<file path="src/rtl/lsm_pkg.sv">
package lsm_pkg;

    localparam int FRAME_W      = 32;
    localparam int ADDR_W       = 8;
    localparam int DATA_W       = 16;
    localparam int CRC_W        = 3;

    // field positions inside a frame; the peripheral decodes these
    localparam int POS_ADDR_LO  = 22;
    localparam int POS_WR       = 21;
    localparam int POS_CAP      = 20;
    localparam int POS_WDATA_LO = 3;
    localparam int POS_RDATA_LO = 4;
    localparam int POS_STAT_HI  = 31;
    localparam int POS_STAT_LO  = 3;

    typedef enum logic [1:0] {
        CTL_IDLE,
        CTL_FIRST,
        CTL_HOLD,
        CTL_SECOND
    } ctl_state_e;

    typedef enum logic [1:0] {
        ENG_IDLE,
        ENG_SHIFT,
        ENG_GAP
    } eng_state_e;

    // request word with the checksum bits left at zero
    function automatic logic [FRAME_W-1:0] pack_request(
        input logic              wr,
        input logic [ADDR_W-1:0] addr,
        input logic [DATA_W-1:0] wdata,
        input logic              cap
    );
        logic [FRAME_W-1:0] f;
        f = '0;
        f[POS_ADDR_LO +: ADDR_W]  = addr;
        f[POS_WR]                 = wr;
        f[POS_CAP]                = cap;
        f[POS_WDATA_LO +: DATA_W] = wdata;
        return f;
    endfunction

endpackage

</file>
<file path="src/rtl/lsm_crc3.sv">
module lsm_crc3 import lsm_pkg::*; #(
    parameter int               WIDTH = 32,
    parameter logic [CRC_W-1:0] SEED  = 3'b101,
    parameter logic [CRC_W-1:0] POLY  = 3'b011
) (
    input  logic [WIDTH-1:0] data_i,
    output logic [CRC_W-1:0] crc_o
);

    // fully unrolled serial checksum, MSB of the word enters first
    always_comb begin
        logic [CRC_W-1:0] acc;
        logic             fb;
        acc = SEED;
        fb  = 1'b0;
        for (int i = WIDTH - 1; i >= 0; i--) begin
            fb  = acc[CRC_W-1];
            acc = {acc[CRC_W-2:0], data_i[i]};
            if (fb) begin
                acc = acc ^ POLY;
            end
        end
        crc_o = acc;
    end

endmodule

</file>
<file path="src/rtl/lsm_frame_engine.sv">
module lsm_frame_engine import lsm_pkg::*; #(
    parameter int SCLK_HALF = 2,
    parameter int GAP_CYC   = 71
) (
    input  logic               clk,
    input  logic               rst_n,
    input  logic               start_i,
    input  logic [FRAME_W-1:0] tx_i,
    output logic               ready_o,
    output logic               done_o,
    output logic [FRAME_W-1:0] rx_o,
    output logic               sclk_o,
    output logic               cs_n_o,
    output logic               mosi_o,
    input  logic               miso_i
);

    localparam int BIT_W = $clog2(FRAME_W);
    localparam int DIV_W = $clog2(SCLK_HALF + 1);
    localparam int GAP_W = $clog2(GAP_CYC + 1);

    typedef struct packed {
        eng_state_e         st;
        logic [FRAME_W-1:0] tx;
        logic [FRAME_W-1:0] rx;
        logic [BIT_W-1:0]   bits;
        logic [DIV_W-1:0]   div;
        logic [GAP_W-1:0]   gap;
        logic               sclk;
        logic               cs_n;
        logic               done;
    } eng_t;

    localparam eng_t ENG_RST = '{
        st:   ENG_IDLE,
        tx:   '0,
        rx:   '0,
        bits: '0,
        div:  '0,
        gap:  '0,
        sclk: 1'b0,
        cs_n: 1'b1,
        done: 1'b0
    };

    eng_t eng_d, eng_q;

    always_comb begin
        eng_d      = eng_q;
        eng_d.done = 1'b0;
        unique case (eng_q.st)
            ENG_IDLE: begin
                if (start_i) begin
                    eng_d.st   = ENG_SHIFT;
                    eng_d.tx   = tx_i;
                    eng_d.bits = '0;
                    eng_d.div  = '0;
                    eng_d.sclk = 1'b0;
                    eng_d.cs_n = 1'b0;
                end
            end
            ENG_SHIFT: begin
                if (eng_q.div == DIV_W'(SCLK_HALF - 1)) begin
                    eng_d.div = '0;
                    if (!eng_q.sclk) begin
                        // rising edge: take one reply bit
                        eng_d.sclk = 1'b1;
                        eng_d.rx   = {eng_q.rx[FRAME_W-2:0], miso_i};
                    end else begin
                        // falling edge: next bit or end of frame
                        eng_d.sclk = 1'b0;
                        if (eng_q.bits == BIT_W'(FRAME_W - 1)) begin
                            eng_d.st   = ENG_GAP;
                            eng_d.cs_n = 1'b1;
                            eng_d.done = 1'b1;
                            eng_d.gap  = GAP_W'(GAP_CYC);
                        end else begin
                            eng_d.bits = eng_q.bits + 1'b1;
                            eng_d.tx   = {eng_q.tx[FRAME_W-2:0], 1'b0};
                        end
                    end
                end else begin
                    eng_d.div = eng_q.div + 1'b1;
                end
            end
            ENG_GAP: begin
                if (eng_q.gap <= GAP_W'(1)) begin
                    eng_d.st = ENG_IDLE;
                end else begin
                    eng_d.gap = eng_q.gap - 1'b1;
                end
            end
            default: eng_d = ENG_RST;
        endcase
    end

    always_ff @(posedge clk or negedge rst_n) begin
        if (!rst_n) begin
            eng_q <= ENG_RST;
        end else begin
            eng_q <= eng_d;
        end
    end

    assign ready_o = (eng_q.st == ENG_IDLE);
    assign done_o  = eng_q.done;
    assign rx_o    = eng_q.rx;
    assign sclk_o  = eng_q.sclk;
    assign cs_n_o  = eng_q.cs_n;
    assign mosi_o  = eng_q.tx[FRAME_W-1];

endmodule

</file>
<file path="src/rtl/lagged_spi_master.sv">
module lagged_spi_master import lsm_pkg::*; #(
    parameter int CLK_PERIOD_NS = 10,
    parameter int MIN_GAP_NS    = 700,
    parameter int SCLK_HALF     = 2
) (
    input  logic              clk,
    input  logic              rst_n,
    input  logic              cmd_valid,
    output logic              cmd_ready,
    input  logic              cmd_write,
    input  logic [ADDR_W-1:0] cmd_addr,
    input  logic [DATA_W-1:0] cmd_wdata,
    input  logic              cmd_capture,
    output logic              rsp_valid,
    output logic [DATA_W-1:0] rsp_data,
    output logic              rsp_error,
    output logic              spi_sclk,
    output logic              spi_cs_n,
    output logic              spi_mosi,
    input  logic              spi_miso
);

    // strictly longer than the minimum high time of chip select
    localparam int GAP_CYC = MIN_GAP_NS / CLK_PERIOD_NS + 1;

    typedef struct packed {
        ctl_state_e        st;
        logic [ADDR_W-1:0] addr;
        logic              wr;
        logic              rsp_v;
        logic              rsp_err;
        logic [DATA_W-1:0] rsp_data;
    } ctl_t;

    localparam ctl_t CTL_RST = '{
        st:       CTL_IDLE,
        addr:     '0,
        wr:       1'b0,
        rsp_v:    1'b0,
        rsp_err:  1'b0,
        rsp_data: '0
    };

    ctl_t ctl_d, ctl_q;

    logic               eng_start;
    logic               eng_ready;
    logic               eng_done;
    logic [FRAME_W-1:0] eng_rx;
    logic [FRAME_W-1:0] tx_base;
    logic [CRC_W-1:0]   tx_crc;
    logic [CRC_W-1:0]   rx_crc;
    logic               stat_bad;

    lsm_crc3 #(.WIDTH(FRAME_W)) u_tx_crc (
        .data_i (tx_base),
        .crc_o  (tx_crc)
    );

    lsm_crc3 #(.WIDTH(FRAME_W)) u_rx_crc (
        .data_i (eng_rx),
        .crc_o  (rx_crc)
    );

    lsm_frame_engine #(
        .SCLK_HALF (SCLK_HALF),
        .GAP_CYC   (GAP_CYC)
    ) u_engine (
        .clk     (clk),
        .rst_n   (rst_n),
        .start_i (eng_start),
        .tx_i    ({tx_base[FRAME_W-1:CRC_W], tx_crc}),
        .ready_o (eng_ready),
        .done_o  (eng_done),
        .rx_o    (eng_rx),
        .sclk_o  (spi_sclk),
        .cs_n_o  (spi_cs_n),
        .mosi_o  (spi_mosi),
        .miso_i  (spi_miso)
    );

    assign stat_bad = eng_rx[POS_STAT_HI] & eng_rx[POS_STAT_LO];

    always_comb begin
        ctl_d       = ctl_q;
        ctl_d.rsp_v = 1'b0;
        eng_start   = 1'b0;
        cmd_ready   = (ctl_q.st == CTL_IDLE) && eng_ready;
        // second frame of a read: plain read of the stored address
        tx_base     = pack_request(1'b0, ctl_q.addr, '0, 1'b0);
        unique case (ctl_q.st)
            CTL_IDLE: begin
                tx_base = pack_request(cmd_write, cmd_addr,
                                       cmd_write ? cmd_wdata : '0,
                                       !cmd_write && cmd_capture);
                if (cmd_valid && cmd_ready) begin
                    eng_start  = 1'b1;
                    ctl_d.addr = cmd_addr;
                    ctl_d.wr   = cmd_write;
                    ctl_d.st   = CTL_FIRST;
                end
            end
            CTL_FIRST: begin
                if (eng_done) begin
                    ctl_d.st = ctl_q.wr ? CTL_IDLE : CTL_HOLD;
                end
            end
            CTL_HOLD: begin
                if (eng_ready) begin
                    eng_start = 1'b1;
                    ctl_d.st  = CTL_SECOND;
                end
            end
            CTL_SECOND: begin
                if (eng_done) begin
                    ctl_d.rsp_v    = 1'b1;
                    ctl_d.rsp_data = eng_rx[POS_RDATA_LO +: DATA_W];
                    ctl_d.rsp_err  = (rx_crc != '0) || stat_bad;
                    ctl_d.st       = CTL_IDLE;
                end
            end
            default: ctl_d = CTL_RST;
        endcase
    end

    always_ff @(posedge clk or negedge rst_n) begin
        if (!rst_n) begin
            ctl_q <= CTL_RST;
        end else begin
            ctl_q <= ctl_d;
        end
    end

    assign rsp_valid = ctl_q.rsp_v;
    assign rsp_data  = ctl_q.rsp_data;
    assign rsp_error = ctl_q.rsp_err;

endmodule

</file>
<file path="config.mk">
export PLATFORM = sky130hd
export DESIGN_NAME = lagged_spi_master
export DESIGN_NICKNAME = d
export VERILOG_FILES = /design/src/rtl/lsm_pkg.sv /design/src/rtl/lsm_crc3.sv /design/src/rtl/lsm_frame_engine.sv /design/src/rtl/lagged_spi_master.sv
export SDC_FILE = /design/constraint.sdc
export NUM_CORES = 1
export LEC_CHECK = 0
export BUFFER_PORTS_ARGS = -buffer_cell sky130_fd_sc_hd__buf_2
export CORE_ASPECT_RATIO = 0.9
export CORE_MARGIN = 3
export CORE_UTILIZATION = 54
export CTS_CLUSTER_SIZE = 14
export DETAILED_ROUTE_END_ITERATION = 16
export PLACE_DENSITY = 0.72
export SYNTH_ARGS = -nofsm -noshare
export SYNTH_HDL_FRONTEND = slang
export SYNTH_SLANG_ARGS = --single-unit
</file>
<file path="constraint.sdc">
create_clock -name clk -period 2.2 [get_ports clk]
set_input_delay 0.33 -clock clk [delete_from_list [all_inputs] [get_ports clk]]
set_output_delay 0.33 -clock clk [all_outputs]
set_load 0.05 [all_outputs]
</file>
# --- Yosys cells after proc, flatten, opt, wreduce, memory -nomap -nowiden ---
# Cells that the tools add are included.
totals:
  reg_bits: 112
  out_inout_bits: 22
classes:
  n_addsub: 3
  magnitude_cmp: 1
  n_eq_ne: 19
  mux: 99
  n_bitwise: 66
  n_reduce_logical: 19
ops:
  columns: ["op", "count"]
  rows:
  - ["two-way mux 2 bit", 70]
  - ["NOT 2 bit", 60]
  - ["one-hot mux 32 bit (3 select lines)", 1]
  - ["two-way mux 71 bit", 1]
  - ["two-way mux 34 bit", 2]
  - ["two-way mux 32 bit", 2]
  - ["one-hot mux 32 bit (2 select lines)", 1]
  - ["one-hot mux 7 bit (3 select lines)", 2]
  - ["two-way mux 18 bit", 2]
  - ["two-way mux 30 bit", 1]
  - ["two-way mux 7 bit", 4]
  - ["AND reduction 5 bit", 4]
  - ["two-way mux 16 bit", 1]
  - ["!= test 2 x 1 -> 1 bit, second input constant", 7]
  - ["one-hot mux 2 bit (3 select lines)", 2]
  - ["two-way mux 11 bit", 1]
  - ["two-way mux 10 bit", 1]
  - ["two-way mux 5 bit", 2]
  - ["!= test 2 bit, second input constant", 5]
  - ["one-hot mux 2 bit (4 select lines)", 1]
  - ["less-or-equal comparator 7 x 1 -> 1 bit, second input constant", 1]
  - ["subtractor 7 x 1 -> 7 bit, second input constant", 1]
  - ["== test 2 x 1 -> 1 bit, second input constant", 3]
  - ["== test 2 bit, second input constant", 3]
  - ["18 further kinds", 29]

# --- Logic depth before layout (Yosys ltp) ---
# Gate-level depths: netlist of the first run.
logic_depth:
  word_depth: 65
  mapped_depth: 10
  mapped_depth_nobuf: 9

# --- Cells and area by module ---
# Synthesis of the first run repeated with hierarchy kept, for this count alone.
hier_totals:
  cells_unflattened: 549
  area_unflattened_um2: 6109.6
modules_own_cells:
  columns: ["module", "n_inst", "cells_each", "area_per_inst_um2", "seq_area_each_um2"]
  rows:
  - ["lsm_frame_engine", 1, 363, 3856.2, 2078.2]
  - ["lagged_spi_master", 1, 120, 1532.7, 725.7]
  - ["lsm_crc3", 2, 33, 360.3, 0.0]

# --- Worst setup path before layout of the first run ---
# Ideal clock, no wire load.
synth_path:
  path_kind: "register -> register"
  startpoint: "reg u_engine.eng_q[12] (netlist bit)"
  endpoint: "reg u_engine.eng_q[51] (netlist bit)"
  setup_ns: 0.070
  arrival_ns: 2.193
  t_required_ns: 2.130
  setup_slack_ns: -0.063
  path_stages_with_launch: 10
  n_path_buf: 1
  synth_period_minus_slack_ns: 2.263
  cell_sequence: "dfrtp_1 ha_1 and3_1 ha_1 nand3b_1 a21oi_1 clkbuf_1 nand2_1 nand4b_1 nand3b_1"
synth_between:
  elab_chain_len: 3
synth_lines:
  columns: ["item", "line", "text"]
  rows:
  - ["start, declared", "lsm_frame_engine.sv:46", "eng_t eng_d, eng_q;"]
  - ["start signal, assigned", "lsm_frame_engine.sv:101", "eng_q <= eng_d;"]
  - ["== test 5 bit", "lsm_frame_engine.sv:72", "if (eng_q.bits == BIT_W'(FRAME_W - 1)) begin"]
  - ["!= test 2 bit (no line)", null, null]
  - ["AND reduction 5 bit (no line)", null, null]
# Every way passes these cells.
# A chain may end at the register's enable or synchronous reset.

# --- Worst setup path in the final report of the first run ---
layout_path:
  startpoint: "reg ctl_q[27] (netlist bit)"
  endpoint: "reg u_engine.eng_q[50] (netlist bit)"
layout_between:
  elab_chain_len: 35
layout_lines:
  columns: ["item", "line", "text"]
  rows:
  - ["start, declared", "lagged_spi_master.sv:44", "ctl_t ctl_d, ctl_q;"]
  - ["start signal, assigned", "lagged_spi_master.sv:130", "ctl_q <= ctl_d;"]
  - ["logical NOT 2 bit", "lagged_spi_master.sv:88, lagged_spi_master.sv:91", null]
  - ["two-way mux 30 bit", "lagged_spi_master.sv:91", "unique case (ctl_q.st)"]
  - ["NOT 2 bit (no line)", null, null]
  - ["two-way mux 2 bit", "lsm_crc3.sv:19", "if (fb) begin"]
  - ["NOT 2 bit (no line)", null, null]
  - ["two-way mux 2 bit (2 in series)", "lsm_crc3.sv:19", null]
  - ["NOT 2 bit (no line)", null, null]
  - ["two-way mux 2 bit (2 in series)", "lsm_crc3.sv:19", null]
  - ["(+15 left out)", null, null]
  - ["NOT 2 bit (no line)", null, null]
  - ["two-way mux 2 bit (2 in series)", "lsm_crc3.sv:19", null]
  - ["NOT 2 bit (no line)", null, null]
  - ["two-way mux 2 bit (2 in series)", "lsm_crc3.sv:19", null]
  - ["NOT 2 bit (no line)", null, null]
  - ["two-way mux 2 bit", "lsm_crc3.sv:19", null]
  - ["two-way mux 34 bit", "lsm_frame_engine.sv:53", "if (start_i) begin"]
  - ["one-hot mux 32 bit (3 select lines)", "lsm_frame_engine.sv:51", "unique case (eng_q.st)"]
# Parallel ways exist; a longest one is shown, timed or not. The select of a mux whose other input is x is not followed.

==> summary.md, run 1 <==
| Metric | Value |
|---|---|
| CTS tree | `yes` |
| Layer with the highest usage | `met2` |
| Layout area overhead | `18.4%` |
| Total congestion overflow | `0` |
| Critical path endpoint category | `flop` |
| Fillers | `816` |
| Commonest cells post-synth | `111 x dfrtp_1, 87 x nand2_1, 53 x o21ai_0` |
| Root Buffer | `clkbuf_16` |
| Slew Limit Fails | `0` |
| Hold_ws | `approximately 230 ps` |
| Status | `finished with violations` |
| Switching Share | `38.8%` |
| Seq cells post-synth | `112` |
| Rows | `35` |
| Logic pwr share | `46.0%` |
| Switching Power | `~3.0 mW` |
| Met2 global-route usage | `31.5%` |
| Synth top area share | `47.1%` |
| Overall global routing resource usage | `20.7%` |
| Pre-CTS setup slack | `-38.0 ps` |
| Worst clock skew | `about 11 ps` |
| Initial DRC Count | `287` |
| Post-Syn Area | `5890 um^2` |
| Clock transition at path regs | `70 ps` |
| Clk pwr share | `about a fifth` |
| Vias in the first global route | `approximately 4000` |
| Final setup fails | `3` |
| CTS buffer count | `9` |
| Placed cell areas | `6360 um^2` |
| Final instance area | `6980 um^2` |
| Cell area power density | `1100 nW/um^2` |
| Via count | `4268` |
| Count of different cell masters after synthesis | `47` |
| Crit path kind | `flop to flop` |
| Slew HR | `64.9%` |
| Crit start category | `flop` |
| Cells after synthesis | `~550` |
| HPWL Detailed | `roughly 8300 um` |
| Fin crit period | `around 2300 ps` |
| Initial Utilization | `about 57%` |
| Routed wire length per instance | `16.7 um` |
| GR Util met3 | `3.88%` |
| Reg power frac | `33.1%` |
| Antenna diode count | `0` |
| Layout cells sized above 1 | `27.5%` |
| First-pass GRT wire length | `20100 um` |
| Post-synthesis sequential area ratio | `47.6%` |
| Via/cell ratio | `~5.7` |
| Max Cap Viol | `0` |
| Initial antenna violation count | `0` |
| CP Cell Sequence | `nor2_4 > buf_6 > mux2i_4 > xnor2_2 > xnor3_2 > a211o_1 > and2_1 > a211oi_2` |
| Io pins | `52` |
| Post-Place Cells | `713` |
| Avg Cell Area, Syn | `10.7 um^2` |
| Peak fanout along the critical path | `4` |
| I/O Buffers | `51` |
| Synth area leader | `dfrtp_1` |
| LEAKAGE | `3.36 nW` |
| Synth Flop Type | `dfrtp_1` |
| Die area | `12200 um^2` |
| Clock Tree Buf Depth | `2` |
| Asr flop ratio synth | `100%` |
| Clock sink total | `112` |
| Critical path arrival | `about 2500 ps` |
| Non-Filler Instances | `between 700 and 800` |
| RSZ-0062 raised after global routing | `true` |
| Worst setup margin | `-67.0 ps` |
| Worst slew pin tran | `527 ps` |
| Die H | `105 um` |
| Worst-Skew Late Latency | `350 ps` |
| Router iterations before antenna repair | `4` |
| Hold Vio Cnt, Final | `0` |
| Die Span X | `about 120 um` |
| Post-synth EDFFs | `0` |
| H-tree depth | `3` |
| Synth area leaders | `dfrtp_1 47%, mux2_2 5.9%, nand2_1 5.5%` |
| Failing checks | `setup timing` |
| P_int | `4.69 mW` |
| # DRC | `0` |
| Core ar. | `between 10000 and 15000 um^2` |
| WP buf/inv | `1` |
| CP max stage delay | `410 ps` |
| Largest net degree at the start of global routing | `65` |
| CP required | `2460 ps` |
| Synthesis Warnings | `0` |
| Most common cell in the netlist | `dfrtp_1` |
| Drt total wl | `12500 um` |
| Fmax | `approximately 0.44 GHz` |
| Syn nets | `between 500 and 600` |
| Nets | `651` |
| M1 GR Usage | `30.6%` |
| Slowest cell on crit path | `dfrtp_1` |
| RePlAce Congestion | `0.826` |
| Tcrit/Tclk final | `103%` |
| Top delay family on crit path | `compound AO/OA/AOI/OAI gates` |
| Worst vdd ir | `0.775 mV` |
| Hold Path Class | `input pin to flop` |
| Final ANT Viol Nets | `0` |
routing by layer:
layer	wire, um	share of wire (%)
met1	6030	48
met2	5920	47
met3	403	3.2
met4	141	1.1
met5	0	0
worst min-delay path, delay by kind of cell:
family | cells | cell delay, ps
compound gates | 1 | 60
simple gates | 1 | 50
buf+inv | 1 | 100
state kept, by name, indices dropped and copies added (netlist names), 10 cells and up, named ones only:
| signal | flops |
|---|---|
| u_engine.eng_q | 47 |
| u_engine.rx_o | 32 |
| ctl_q | 10 |
| rsp_data | 16 |
path summary, 6_finish.rpt:
path	slack [ps]	from	cells past startpoint	endpoint
max	-70	ctl_q[27]	8	u_engine.eng_q[50]
min	230	spi_miso	3	u_engine.rx_o[0]
max reg2reg	-70	ctl_q[27]	8	u_engine.eng_q[50]
min reg2reg	500	u_engine.eng_q[69]	2	u_engine.eng_q[70]
max in group asynchronous	1030	rst_n	3	u_engine.rx_o[16]
min in group asynchronous	490	rst_n	2	rsp_data[4]
cell families (layout without fill, tap and decap cells):
| family | after synthesis | in the layout | share of synthesized area, % |
|---|---|---|---|
| compound gates | 120 | 120 | 13.7 |
| fa+ha+maj | 7 | 7 | 1.49 |
| flops | 112 | 112 | 47.6 |
| mux | 38 | 38 | 7.11 |
| xor+xnor | 55 | 55 | 12.2 |
| simple gates | 167 | 167 | 13.3 |
| buf+inv | 54 | 120 | 4.56 |
layout make-up:
type	count	area [um^2]	share of cell area [%]
tap	129	161	2.31
sequential	112	2810	40.2
clock inverter	5	48.8	0.699
inverter	7	26.3	0.377
clock buffer	11	243	3.48
multi-input combinational	387	2940	42.2
timing repair buffer	97	748	10.7
power groups by stage:
stage	registers [mW]	logic [mW]	clock network, mW
after floorplan	2.56	2.13	0
after global placement	2.55	2.92	0
after detailed placement	2.56	3.01	0
after CTS	2.53	3.02	1.64
after global routing	2.57	3.86	1.73
final	2.54	3.53	1.60
through the flow:
step | setup TNS [ps] | util [%] | power [mW]
after detailed placement | -84.4 | 61.0 | 5.58
after global routing | -487 | 66.9 | 8.15
final | -96.2 | 66.9 | 7.67
after floorplan | 0 | - | 4.69
after CTS | -17.9 | 64.4 | 7.19
after global placement | 0 | 61.0 | 5.47
what timing repair did:
action	4_1_cts	5_1_grt
endpoints found under the setup margin	5	40
buffers inserted	4	12
hold endpoints to repair	36	0
gates resized for setup	5	22
cloned	0	2
hold buffers	1	0
pin swaps	7	12
layout by cell type, fill, tap and decap left out, types with 3 or more instances in the layout:
cell type  count
dfrtp_1      109
nand2_1       87
o21ai_0       52
buf_2         50
buf_4         34
mux2_2        31
xnor2_1       26
and3_1        25
a221o_1       25
a21oi_1       13
nand3_1       12
nor2_1        12
xnor3_1       12
clkbuf_16     11
nor3_1         8
buf_12         8
inv_1          7
a22o_1         7
xor2_1         7
ha_1           5
mux2i_1        4
and2_1         3
nand2b_1       3
o21ai_1        3
nor2b_1        3
a21oi_2        3
xnor3_2        3
xnor2_2        3
(Power assumes the default switching activity.)
==> run 2, diff against run 1 <==
--- a/config.mk
+++ b/config.mk
@@ -6,12 +6,14 @@
 export NUM_CORES = 1
 export LEC_CHECK = 0
 export BUFFER_PORTS_ARGS = -buffer_cell sky130_fd_sc_hd__buf_2
+export CELL_PAD_IN_SITES_DETAIL_PLACEMENT = 0
+export CELL_PAD_IN_SITES_GLOBAL_PLACEMENT = 1
 export CORE_ASPECT_RATIO = 0.9
 export CORE_MARGIN = 3
-export CORE_UTILIZATION = 54
+export CORE_UTILIZATION = 40
 export CTS_CLUSTER_SIZE = 14
 export DETAILED_ROUTE_END_ITERATION = 16
-export PLACE_DENSITY = 0.72
+export PLACE_DENSITY = 0.68
 export SYNTH_ARGS = -nofsm -noshare
 export SYNTH_HDL_FRONTEND = slang
 export SYNTH_SLANG_ARGS = --single-unit
==> summary.md, run 2 (synthesis gave the netlist of run 1 again) <==
| Metric | Value |
|---|---|
| Status | `finished with violations` |
| Failing checks | `setup timing` |
| Initial DRC Count | `300` |
| Core ar. | `between 10000 and 15000 um^2` |
| CP required | `2470 ps` |
| CTS tree | `yes` |
| Most frequent cells in the layout | `109 x dfrtp_1, 86 x nand2_1, 53 x o21ai_0` |
| Reg2reg end | `u_engine.eng_q[50]` |
| Clock transition at path regs | `80 ps` |
| Hold Vio Cnt, Final | `0` |
| WP buf/inv | `1` |
| Post-Place Cells | `785` |
| Crit. path cell count | `8` |
| First-pass GRT wire length | `22400 um` |
| Max Cap Viol | `0` |
| Largest net degree at the start of global routing | `65` |
| Peak fanout along the critical path | `4` |
| Fmax | `0.454 GHz` |
| Via/cell ratio | `between 5 and 6` |
| Overall global routing resource usage | `around 17%` |
| Die area | `16200 um^2` |
| Final setup fails | `1` |
| Crit start category | `flop` |
| CP Cell Sequence | `nor2_4 > buf_6 > mux2i_4 > xnor2_2 > xnor3_1 > a211o_1 > and2_1 > a211oi_2` |
| CTS buffer count | `9` |
| Max FFs per register | `47` |
| Sequential cell area | `2810 um^2` |
| Non-Filler Instances | `820` |
| CP max stage delay | `410 ps` |
| Most common cell after layout, fill and taps aside | `dfrtp_1` |
| Tcrit/Tclk final | `100%` |
| Crit path kind | `flop to flop` |
| HPWL Detailed | `slightly below 9000 um` |
| Slew HR | `approximately 62%` |
| R2R Setup Slk | `-2 ps` |
| Nets | `659` |
| Router iterations before antenna repair | `5` |
| Total congestion overflow | `0` |
| Drt total wl | `13600 um` |
| Routed wire length per instance | `approximately 17 um` |
| Slowest cell on crit path | `dfrtp_1` |
| Antenna diode count | `0` |
| RSZ-0062 raised after global routing | `true` |
| Clock Tree Buf Depth | `2` |
| Worst clock skew | `9.54 ps` |
| Critical path endpoint category | `flop` |
| # DRC | `0` |
| Hold_ws | `about 210 ps` |
| PnR Total Power | `7.81 mW` |
| Worst-Skew Late Latency | `360 ps` |
| Rows | `41` |
| Slew Limit Fails | `0` |
| RePlAce Congestion | `~0.81` |
| Via count | `about 4300` |
| Worst vdd ir | `0.871 mV` |
| Fillers | `1300` |
| Layout cells sized above 1 | `~29%` |
| Cell area power density | `between 1000 and 1500 nW/um^2` |
| Initial antenna violation count | `0` |
| I/O Buffers | `51` |
| Worst slew pin tran | `574 ps` |
| Worst setup endpoint | `u_engine.eng_q[50]` |
| Top reg by flops | `u_engine.eng_q` |
| Die Span X | `134 um` |
| Clock sink total | `roughly 110` |
| Root Buffer | `clkbuf_16` |
| Fin crit period | `~2200 ps` |
| Die H | `121 um` |
| LEAKAGE | `3.43 nW` |
| H-tree depth | `3` |
| Initial Utilization | `41.5%` |
| Top delay family on crit path | `XOR/XNOR gates` |
| Layout area overhead | `21.8%` |
| Hold Path Class | `input pin to flop` |
| Io pins | `52` |
| Area of the multi-input gates | `between 2000 and 3000 um^2` |
| Pre-CTS setup slack | `-58.1 ps` |
| Register-to-Register Path Depth | `8` |
| Final ANT Viol Nets | `0` |
| Vias in the first global route | `4288` |
| Critical path arrival | `2480 ps` |
| Worst setup margin | `-1.76 ps` |
[run 2: cell count changes in the layout (fill, tap and decap cells not counted), moves of 2 or more]
cell and delta:
buf_12 -2, buf_16 +3, buf_4 +6, buf_6 +2
[run 2: cell type report]
class | instances | share of cell area (%)
Multi-Input combinational cell | 387 | 41.1
Inverter | 7 | 0.366
Clock buffer | 9 | 3.14
Timing Repair Buffer | 105 | 11.6
Sequential cell | 112 | 39.1
Clock inverter | 7 | 1.32
Tap cell | 193 | 3.36
[run 2: worst min-delay path by stage]
| stage | end | start | cells past startpoint | slack [ps] |
|---|---|---|---|---|
| after floorplan | asynchronous set/reset pin | rst_n | 0 | 30 |
| after global placement | u_engine.eng_q[62] | rst_n | 1 | 360 |
| after detailed placement | u_engine.eng_q[62] | rst_n | 1 | 370 |
| after CTS | u_engine.rx_o[0] | spi_miso | 3 | 210 |
| after global routing | ctl_q[20] | cmd_addr[1] | 2 | 220 |
| final | u_engine.rx_o[0] | spi_miso | 3 | 210 |
[run 2: tightest hold or removal path, cell delays in order]
cell     delay, ps
buf_2          100
nand2_1         50
o21ai_0         60
[run 2: per-stage QoR]
step,util [%],TNS [ps],cell area (um^2)
2_1_floorplan,-,0,5900
3_3_place_gp,45.7,-20.8,6500
3_5_place_dp,45.7,-636,6500
4_1_cts,49.5,-24.4,7040
5_1_grt,50.5,-1050,7180
6_report,50.5,-1.76,7180
[run 2: repair_timing]
action | in CTS | in global routing
hold buffers | 1 | 0
pin swaps | 9 | 7
cloned | 3 | 1
endpoints found under the hold margin | 40 | 0
buffers inserted | 9 | 6
resized for setup | 13 | 20
endpoints found under the setup margin | 27 | 23
[run 2: power breakdown]
group	total [mW]	leakage, nW	internal (mW)	switching (mW)
clock network	1.77	0.157	0.921	0.844
registers	2.53	1.52	2.31	0.215
logic	3.52	1.75	1.54	1.98
[run 2: layer usage]
layer  GRT usage (%)  share of wire, %  up-vias
met3            3.69               4.0       13
met2            26.3                47       67
met4            5.27               1.5        0
met5               0                 0        -
met1            25.4                48     2112
li1                -                 -     2081
==> run 3, diff against run 2 <==
--- a/config.mk
+++ b/config.mk
@@ -6,7 +6,7 @@
 export NUM_CORES = 1
 export LEC_CHECK = 0
 export BUFFER_PORTS_ARGS = -buffer_cell sky130_fd_sc_hd__buf_2
-export CELL_PAD_IN_SITES_DETAIL_PLACEMENT = 0
+export CELL_PAD_IN_SITES_DETAIL_PLACEMENT = 1
 export CELL_PAD_IN_SITES_GLOBAL_PLACEMENT = 1
 export CORE_ASPECT_RATIO = 0.9
 export CORE_MARGIN = 3
==> summary.md, run 3 (synthesis gave the netlist of run 1 again) <==
| Metric | Value |
|---|---|
| Worst vdd ir | `0.787 mV` |
| Worst hold path cell count | `3` |
| Rows | `41` |
| Root Buffer | `clkbuf_16` |
| Final ANT Viol Nets | `0` |
| Failing checks | `setup timing` |
| Final setup fails | `1` |
| CTS tree | `yes` |
| Routed wire length per instance | `17.6 um` |
| Tcrit/Tclk final | `100%` |
| Clock sink total | `about 110` |
| Largest net degree at the start of global routing | `65` |
| I/O Buffers | `51` |
| PnR Total Power | `7.65 mW` |
| Die area | `about 16000 um^2` |
| Antenna diode count | `0` |
| Total congestion overflow | `0` |
| Status | `finished with violations` |
| Worst clock skew | `10.4 ps` |
| Fmax | `0.455 GHz` |
| Fin crit period | `2200 ps` |
| Initial DRC Count | `149` |
| Via/cell ratio | `5.39` |
| Fillers | `1593` |
| Worst-Skew Late Latency | `approximately 360 ps` |
| Die Span X | `134 um` |
| Worst setup margin | `-0.121 ps` |
| Reg2reg end | `rsp_error` |
| CTS buffer count | `9` |
| Die H | `around 120 um` |
| Reg2Reg Launch Point | `u_engine.rx_o[21]` |
| Overall global routing resource usage | `a little under a fifth` |
| Top reg by flops | `u_engine.eng_q` |
| Critical path endpoint category | `flop` |
| Cell area power density | `approximately 1100 nW/um^2` |
| Slew Limit Fails | `0` |
| Worst slew pin tran | `572 ps` |
| Hold Vio Cnt, Final | `0` |
| Drt total wl | `14400 um` |
| First-pass GRT wire length | `approximately 24000 um` |
| HPWL Detailed | `9830 um` |
| Nets | `around 650` |
| Most common cell after layout, fill and taps aside | `dfrtp_1` |
| Max Cap Viol | `0` |
| # DRC | `0` |
| Initial Utilization | `about 41%` |
| Crit start category | `flop` |
| Hold_ws | `219 ps` |
| Clock transition at path regs | `around 80 ps` |
| Register-to-Register Path Depth | `8` |
| Critical path arrival | `approximately 2400 ps` |
| Crit path kind | `flop to flop` |
| Layout cells sized above 1 | `27.5%` |
| Hold Path Class | `input pin to flop` |
| Peak fanout along the critical path | `3` |
| Via count | `4394` |
| RePlAce Congestion | `between 0.8 and 0.9` |
| Worst hold path endpoint | `u_engine.rx_o[0]` |
| RSZ-0062 raised after global routing | `true` |
| Most frequent cells in the layout | `110 x dfrtp_1, 87 x nand2_1, 53 x o21ai_0` |
| Slew HR | `61.9%` |
| LEAKAGE | `3.35 nW` |
| Initial antenna violation count | `0` |
| Io pins | `52` |
| CP required | `2430 ps` |
| Vias in the first global route | `4667` |
| R2R Setup Slk | `-0.1 ps` |
| H-tree depth | `3` |
| Core ar. | `14200 um^2` |
| Min-delay src | `spi_miso` |
| Max FFs per register | `47` |
| Router iterations before antenna repair | `4` |
| Layout area overhead | `19.4%` |
| Clock Tree Buf Depth | `2` |
-- run 3: power breakdown --
part	switching [mW]	internal [mW]	leakage, nW
Clock	0.840	0.837	0.150
Combinational	1.97	1.45	1.68
Sequential	0.235	2.32	1.53
Total	3.04	4.61	3.35
-- run 3: worst max-delay path by stage --
stage	from	endpoint	slack (ps)	cells past startpoint
5_1_grt	u_engine.rx_o[21]	rsp_error	-140	6
3_3_place_gp	cmd_wdata[14]	u_engine.eng_q[50]	-10	9
6_report	u_engine.rx_o[21]	rsp_error	-0.1	8
2_1_floorplan	u_engine.eng_q[12]	u_engine.eng_q[51]	30	9
3_5_place_dp	u_engine.rx_o[21]	rsp_error	-110	8
4_1_cts	u_engine.rx_o[22]	rsp_error	-20	7
-- run 3: routing by layer --
layer | vias up | global-route usage (%) | wire length (um)
li1 | 2073 | - | -
met5 | - | 0 | 0
met4 | 0 | 5.46 | 184
met3 | 14 | 3.65 | 324
met2 | 53 | 31.0 | 6960
met1 | 2254 | 24.9 | 6880
-- run 3: layout make-up --
type                       instances  area, um^2  share of cell area [%]
multi-input combinational        387        2930                    41.6
sequential                       112        2810                    39.9
timing repair buffer             100         727                    10.3
tap                              193         241                    3.43
clock buffer                      10         239                    3.40
clock inverter                     6        67.6                   0.960
inverter                           7        26.3                   0.373
-- run 3: timing repair --
item                                    4_1_cts  5_1_grt
pin swaps                                     8        9
gates cloned                                  1        0
resized for setup                            11       13
endpoints found under the setup margin       29       38
hold buffers                                  1        0
buffers inserted                              7        5
endpoints found under the hold margin        40        0
-- run 3: critical path: stages, from the launching register on --
cell and delay, ps:
dfrtp_2 440, xnor2_2 210, xnor3_1 470, xnor3_1 370, buf_4 170, nor3_4 130, o211ai_2 90, a21boi_1 130
a311oi_1 50
-- run 3: per-stage QoR --
stage               instances  TNS [ps]  util (%)  instance area, um^2  setup WS, ps
floorplan                 553         0         -                 5900          27.8
global placement          785     -20.8      45.7                 6500         -11.9
detailed placement        785     -1350      45.7                 6500          -112
CTS                       810     -23.1      48.9                 6940         -23.1
global route              815      -192      49.5                 7040          -144
finish                    815    -0.121      49.5                 7040        -0.121
